===== src/rtl/bkpt_pkg.sv =====
package bkpt_pkg;
  localparam logic [1:0] KIND_FETCH = 2'd0;
  localparam logic [1:0] KIND_READ  = 2'd1;
  localparam logic [1:0] KIND_WRITE = 2'd2;
  localparam logic [1:0] KIND_ANY   = 2'd3;

  typedef struct packed {
    logic       en;
    logic [1:0] kind;
    logic       tgt;
    logic       rng;
  } desc_ctrl_t;

  function automatic logic kind_ok(logic [1:0] dk, logic [1:0] mk);
    if (mk == KIND_ANY) return 1'b0;
    if (dk == KIND_ANY) return (mk == KIND_READ) || (mk == KIND_WRITE);
    return dk == mk;
  endfunction
endpackage


===== src/rtl/bkpt_desc_regs.sv =====
module bkpt_desc_regs
  import bkpt_pkg::*;
#(
  parameter int N_DESC = 6,
  parameter int VAL_W  = 32,
  localparam int IDX_W = $clog2(N_DESC)
) (
  input  logic                          clk_i,
  input  logic                          rst_ni,
  input  logic                          we_i,
  input  logic [IDX_W-1:0]              idx_i,
  input  desc_ctrl_t                    ctrl_i,
  input  logic [VAL_W-1:0]              value_i,
  output desc_ctrl_t [N_DESC-1:0]       ctrl_o,
  output logic [N_DESC-1:0][VAL_W-1:0]  val_o
);
  for (genvar i = 0; i < N_DESC; i++) begin : g_desc
    always_ff @(posedge clk_i or negedge rst_ni) begin
      if (!rst_ni) begin
        ctrl_o[i] <= '0;
        val_o[i]  <= '0;
      end else if (we_i && (idx_i == IDX_W'(i))) begin
        ctrl_o[i] <= ctrl_i;
        val_o[i]  <= value_i;
      end
    end
  end
endmodule


===== src/rtl/bkpt_match.sv =====
module bkpt_match
  import bkpt_pkg::*;
#(
  parameter int N_DESC = 6,
  parameter int VAL_W  = 32
) (
  input  desc_ctrl_t [N_DESC-1:0]       ctrl_i,
  input  logic [N_DESC-1:0][VAL_W-1:0]  val_i,
  input  logic                          act_i,
  input  logic [1:0]                    kind_i,
  input  logic [VAL_W-1:0]              addr_i,
  input  logic [VAL_W-1:0]              data_i,
  output logic [N_DESC-1:0]             match_o
);
  for (genvar i = 0; i < N_DESC; i++) begin : g_cmp
    logic [VAL_W-1:0] op;
    logic             hit_val;
    logic             claimed;

    assign op = ctrl_i[i].tgt ? data_i : addr_i;

    // odd slot used as upper bound of a pair never matches alone
    if ((i % 2) == 1) begin : g_odd
      assign claimed = ctrl_i[i-1].rng;
    end else begin : g_even
      assign claimed = 1'b0;
    end

    if (((i % 2) == 0) && (i + 1 < N_DESC)) begin : g_pair
      always_comb begin
        if (ctrl_i[i].rng) hit_val = (op >= val_i[i]) && (op <= val_i[i+1]);
        else               hit_val = (op == val_i[i]);
      end
    end else begin : g_single
      assign hit_val = (op == val_i[i]);
    end

    assign match_o[i] = act_i && ctrl_i[i].en && !claimed &&
                        kind_ok(ctrl_i[i].kind, kind_i) && hit_val;
  end
endmodule


===== src/rtl/bkpt_prio.sv =====
module bkpt_prio #(
  parameter int N_REQ  = 6,
  localparam int IDX_W = $clog2(N_REQ)
) (
  input  logic [N_REQ-1:0] req_i,
  output logic             any_o,
  output logic [IDX_W-1:0] idx_o
);
  always_comb begin
    idx_o = '0;
    for (int i = N_REQ - 1; i >= 0; i--) begin
      if (req_i[i]) idx_o = IDX_W'(i);
    end
  end
  assign any_o = |req_i;
endmodule


===== src/rtl/bkpt_emu_ser.sv =====
module bkpt_emu_ser #(
  parameter int WORD_W = 32,
  localparam int NIB   = WORD_W / 4,
  localparam int CNT_W = $clog2(NIB + 1)
) (
  input  logic              clk_i,
  input  logic              rst_ni,
  input  logic              load_i,
  input  logic [WORD_W-1:0] stat_i,
  input  logic [WORD_W-1:0] data_i,
  output logic              valid_o,
  output logic [3:0]        stat_o,
  output logic [3:0]        data_o
);
  logic [WORD_W-1:0] stat_q, data_q;
  logic [CNT_W-1:0]  cnt_q;

  always_ff @(posedge clk_i or negedge rst_ni) begin
    if (!rst_ni) begin
      stat_q <= '0;
      data_q <= '0;
      cnt_q  <= '0;
    end else if (load_i) begin
      stat_q <= stat_i;
      data_q <= data_i;
      cnt_q  <= CNT_W'(NIB);
    end else if (cnt_q != '0) begin
      stat_q <= {stat_q[WORD_W-5:0], 4'h0};
      data_q <= {data_q[WORD_W-5:0], 4'h0};
      cnt_q  <= cnt_q - 1'b1;
    end
  end

  assign valid_o = (cnt_q != '0);
  assign stat_o  = valid_o ? stat_q[WORD_W-1 -: 4] : 4'h0;
  assign data_o  = valid_o ? data_q[WORD_W-1 -: 4] : 4'h0;
endmodule


===== src/rtl/bkpt_unit.sv =====
module bkpt_unit
  import bkpt_pkg::*;
#(
  parameter int N_DESC = 6,
  parameter int AW     = 32,
  localparam int IDX_W = $clog2(N_DESC),
  localparam int STAT_W = 32
) (
  input  logic             clk_i,
  input  logic             rst_ni,
  input  logic             unit_en_i,
  input  logic             cfg_we_i,
  input  logic [IDX_W-1:0] cfg_idx_i,
  input  logic             cfg_en_i,
  input  logic [1:0]       cfg_kind_i,
  input  logic             cfg_tgt_i,
  input  logic             cfg_range_i,
  input  logic [AW-1:0]    cfg_value_i,
  input  logic             mon_valid_i,
  input  logic [1:0]       mon_kind_i,
  input  logic [AW-1:0]    mon_addr_i,
  input  logic [AW-1:0]    mon_data_i,
  output logic             hit_o,
  output logic [IDX_W-1:0] hit_idx_o,
  output logic             emu_valid_o,
  output logic [3:0]       emu_stat_o,
  output logic [3:0]       emu_data_o
);
  desc_ctrl_t [N_DESC-1:0]     ctrl;
  logic [N_DESC-1:0][AW-1:0]   val;
  logic [N_DESC-1:0]           match;
  logic                        any_hit;
  logic [IDX_W-1:0]            win_idx;
  desc_ctrl_t                  cfg_ctrl;
  logic [STAT_W-1:0]           stat_word;
  logic [STAT_W-1:0]           data_word;

  assign cfg_ctrl = '{en: cfg_en_i, kind: cfg_kind_i, tgt: cfg_tgt_i, rng: cfg_range_i};

  bkpt_desc_regs #(.N_DESC(N_DESC), .VAL_W(AW)) u_regs (
    .clk_i  (clk_i),
    .rst_ni (rst_ni),
    .we_i   (cfg_we_i),
    .idx_i  (cfg_idx_i),
    .ctrl_i (cfg_ctrl),
    .value_i(cfg_value_i),
    .ctrl_o (ctrl),
    .val_o  (val)
  );

  bkpt_match #(.N_DESC(N_DESC), .VAL_W(AW)) u_match (
    .ctrl_i (ctrl),
    .val_i  (val),
    .act_i  (mon_valid_i && unit_en_i),
    .kind_i (mon_kind_i),
    .addr_i (mon_addr_i),
    .data_i (mon_data_i),
    .match_o(match)
  );

  bkpt_prio #(.N_REQ(N_DESC)) u_prio (
    .req_i(match),
    .any_o(any_hit),
    .idx_o(win_idx)
  );

  always_ff @(posedge clk_i or negedge rst_ni) begin
    if (!rst_ni) begin
      hit_o     <= 1'b0;
      hit_idx_o <= '0;
    end else begin
      hit_o     <= any_hit;
      if (any_hit) hit_idx_o <= win_idx;
    end
  end

  assign stat_word = {4'(win_idx), mon_kind_i, 2'b00, mon_addr_i[23:0]};
  assign data_word = STAT_W'(mon_data_i);

  bkpt_emu_ser #(.WORD_W(STAT_W)) u_ser (
    .clk_i  (clk_i),
    .rst_ni (rst_ni),
    .load_i (any_hit),
    .stat_i (stat_word),
    .data_i (data_word),
    .valid_o(emu_valid_o),
    .stat_o (emu_stat_o),
    .data_o (emu_data_o)
  );
endmodule


===== config.mk =====
export PLATFORM = sky130hd
export DESIGN_NAME = bkpt_unit
export DESIGN_NICKNAME = d
export VERILOG_FILES = /design/src/rtl/bkpt_pkg.sv /design/src/rtl/bkpt_desc_regs.sv /design/src/rtl/bkpt_match.sv /design/src/rtl/bkpt_prio.sv /design/src/rtl/bkpt_emu_ser.sv /design/src/rtl/bkpt_unit.sv
export SDC_FILE = /design/constraint.sdc
export NUM_CORES = 1
export LEC_CHECK = 0
export BUFFER_PORTS_ARGS = -buffer_cell sky130_fd_sc_hd__clkbuf_2
export CAP_MARGIN = 10
export CORE_MARGIN = 3
export CORE_UTILIZATION = 55
export DETAILED_ROUTE_END_ITERATION = 8
export PLACE_DENSITY = 0.76
export SLEW_MARGIN = 10
export SYNTH_ARGS = -nofsm -noshare
export SYNTH_HDL_FRONTEND = slang
export SYNTH_SLANG_ARGS = --single-unit

===== constraint.sdc =====
create_clock -name clk_i -period 3.8 [get_ports clk_i]
set_clock_uncertainty 0.05 [all_clocks]
set_input_delay 0.19 -clock clk_i [delete_from_list [all_inputs] [get_ports clk_i]]
set_output_delay 0.19 -clock clk_i [all_outputs]
set_load 0.02 [all_outputs]

==> reports/summary.txt <==
DR vias/cell: 6.14
Ports: 124
switching share of power: 37.4%
Syn. warnings: 0
Final Hold Vio Count: 0
crit path capture type: flip-flop
Finished Cell Area: 24900 um^2
global-route track usage on met3: 12.0%
worst setup margin: -0.250 ns
Final Non-Filler Cells: 2942
total chip power: 13.7 mW
Post-DP Area: 22700 um^2
unrepaired setup endpoints after global routing: true
Clock power frac: 28.1%
post-synthesis mux area share: 19.0%
critical path's largest stage delay: 0.63 ns
data required time of the critical path: 4.20 ns
Max-slew headroom: 37.2%
CTS Buf Count: 36
synthesized cell area: 20100 um^2
Clock Tree Buf Depth: 3
crit start category: flip-flop
GR Overflow Total: 0
Syn Nets: 2417
GR peak layer: met2
via count: 18100
crit-path cells: buf_12 -> buf_8 -> mux2_4 -> ha_4 -> nand4_1 -> or4_4 -> o211ai_1 -> a31oi_1 -> a211oi_2 -> buf_4 -> a41o_4 -> nor3b_4 -> buf_4 -> clkbuf_16 -> mux2_4
ranking of synthesized cells by area: dfrtp_1, ha_1, mux2_2
# fillers: 2710
synth unique cells: 60
worst skew pair latency: 0.57 ns
placed cells: 2819
Initial Util: 56.1%
die width: 197 um
largest family of logic cells by synthesized area: multiplexers
post-layout util: 69.6%
Crit path buffers/inverters: 5
Slew @ Worst Pin: 0.943 ns
share of cells above drive strength 1: 27.2%
vias in the first global route: 17900
Post-Syn Area per Cell: 9.52 um^2
Reg power frac: 30.7%
delay-heaviest family, CP: simple AND/OR/NAND/NOR gates
# setup viols final: 67
Pre-antenna DRT Iters: 8
top_reg_cell synth: dfrtp_1
Post-synth top cells: nand2_1, dfrtp_1, inv_1
clock transition at the registers of the reported paths: 0.06 ns
DIE HEIGHT: 197 um
Post-synth EDFFs: 0
min Tclk post-route: 4.05 ns
antenna violations before repair: 3
Clock Sink Count: 291
post-synthesis cell count: 2111
post-synthesis adder-cell area fraction: 12.1%
global-route wire length before repair: 111000 um
ANT nets after route: 0
most frequent cell after synthesis: nand2_1
Slowest cell on crit path: or4_4
core area: 35800 um^2
status: finished with violations
max-slew violation count: 0
PwrDens: 548 nW/um^2
largest net degree at the start of global routing: 152
worst hold-check path type: in -> async
area leader, netlist: dfrtp_1
max-cap viol count: 0
Die ar.: 38900 um^2
PortBufs: 123
Seq cells post-synth: 291
M2 GR Usage: 55.2%
Nets: 2758
# rows: 69
Layout area overhead: 24.0%
Synth top area share: 36.2%
GPL Wtd Cong: 1.12
CTS Root Cell: clkbuf_16
failing checks: setup timing
crit path max fanout: 10
fin crit share: 107%
Crit Path Category: reg -> reg
Pint: 8.55 mW
Sw Pwr: 5.11 mW
sequential-to-total area share from yosys stat: 36.2%
WL final: 74500 um
placed wire-length estimate: 57400 um
crit path DAT: 4.45 ns
combinational power share: 41.3%
maximum VDD drop: 0.000455 V
DRC viols: 0
# H-tree levels: 2
WL/cell: 25.3 um
met1 global-route usage: 53.3%
Synth Area in XOR/XNOR: 4.27%
FMAX: 247 MHz
TritonCTS clock tree: yes
simple-gate share of the synthesized area: 12.8%
GRT Util Overall: 38.1%
DR iter-0 viols: 1940
Leakage: 12.2 nW
compound-cell area share of the yosys netlist: 9.64%
fraction of registers with async set/reset: 100%
## logic make-up (layout without fill, tap and decap cells)
| kind of cell | count (synthesis) | after routing |
|---|---|---|
| and+or+nand+nor | 560 | 560 |
| muxes | 335 | 335 |
| xor gates and xnor gates | 98 | 98 |
| adders and majority gates | 195 | 195 |
| other | 0 | 2 |
| DFF | 291 | 291 |
| AOI/OAI and AO/OA | 337 | 337 |
| buffers and inverters | 295 | 663 |
## metal layers
layer	wire length, um	share of wire [%]
met1	30800	41
met2	31200	42
met3	8950	12
met4	3560	4.8
met5	13	0.017
## stage by stage
step,TNS [ns],worst slack [ns],hold WS [ns]
6_report,-13.53,-0.250,0.0249
3_3_place_gp,-38.78,-0.604,0.00581
5_1_grt,-18.16,-0.310,0.0258
3_5_place_dp,-44.24,-0.689,0.0105
4_1_cts,-4.34,-0.0943,0.00523
2_1_floorplan,0,0.0249,-0.156
## layout make-up
class	count	area, um^2	share of cell area (%)
Antenna cell	2	5.00	0.0201
Clock buffer	45	976	3.92
Clock inverter	20	327	1.31
Inverter	212	801	3.21
Multi-Input combinational cell	1525	12000	48.0
Sequential cell	291	7290	29.2
Tap cell	461	577	2.31
Timing Repair Buffer	386	2990	12.0
## worst register-to-register path: stages (launching register included)
cell	delay, ns
dfrtp_2	0.45
buf_12	0.16
buf_8	0.12
mux2_4	0.36
ha_4	0.29
nand4_1	0.22
or4_4	0.63
o211ai_1	0.22
a31oi_1	0.08
a211oi_2	0.34
buf_4	0.19
a41o_4	0.12
nor3b_4	0.05
buf_4	0.17
clkbuf_16	0.17
mux2_4	0.30
## registers in the layout (all words and copies together) (netlist names)
signal / flops
hit_idx_o: 3
hit_o: 1
u_regs.ctrl_o: 27
u_regs.val_o: 192
u_ser.cnt_q: 4
u_ser.data_q: 32
u_ser.stat_q: 32
## worst paths after layout
check / start / end / slack, ns / cells after the start
max: u_regs.ctrl_o[1]$_DFFE_PN0P_ / u_ser.data_q[20]$_DFFE_PN0P_ / -0.25 / 15
min: rst_ni / u_ser.data_q[9]$_DFFE_PN0P_ / 0.02 / 2
max reg2reg: u_regs.ctrl_o[1]$_DFFE_PN0P_ / u_ser.data_q[20]$_DFFE_PN0P_ / -0.25 / 15
min reg2reg: hit_idx_o[2]$_DFFE_PN0N_ / hit_idx_o[2]$_DFFE_PN0N_ / 0.45 / 1
max in group asynchronous: rst_ni / u_regs.ctrl_o[6]$_DFFE_PN0P_ / 2.45 / 3
min in group clk_i: mon_data_i[30] / u_ser.data_q[30]$_DFFE_PN0P_ / 0.03 / 3
## what timing repair did
action                                  4_1_cts  5_1_grt
setup buffers                                12        4
endpoints found under the setup margin       72       68
gates resized for setup                      54       10
hold buffers                                 39        0
cloned                                        1        2
endpoints found under the hold margin       404        0
pin swaps                                    18       10
## power groups by stage
stage	Combinational, mW	Sequential (mW)	Clock [mW]
CTS	5.42	4.17	3.86
floorplan	3.24	4.06	0
global route	6.05	4.24	3.98
detailed placement	5.21	4.21	0
global placement	5.04	4.18	0
finish	5.63	4.19	3.83
## placed cells by master (no fill, tap or decap), types with 8 or more instances in the layout
cell	n
nor2b_1	10
a21oi_1	90
dfrtp_1	287
dlygate4sd3_1	39
and2_1	10
xnor2_1	98
mux2i_1	111
nor3_1	10
clkbuf_2	122
ha_1	187
nor4_1	37
mux2_4	58
o21ai_0	168
nand3_1	28
bufinv_16	8
inv_1	209
a21o_1	16
nand2_1	349
buf_4	195
and4_1	11
nor2_1	25
buf_12	15
mux2_2	166
ha_4	8
nand4_1	44
buf_6	8
clkbuf_16	39
(Power assumes the default switching activity.)
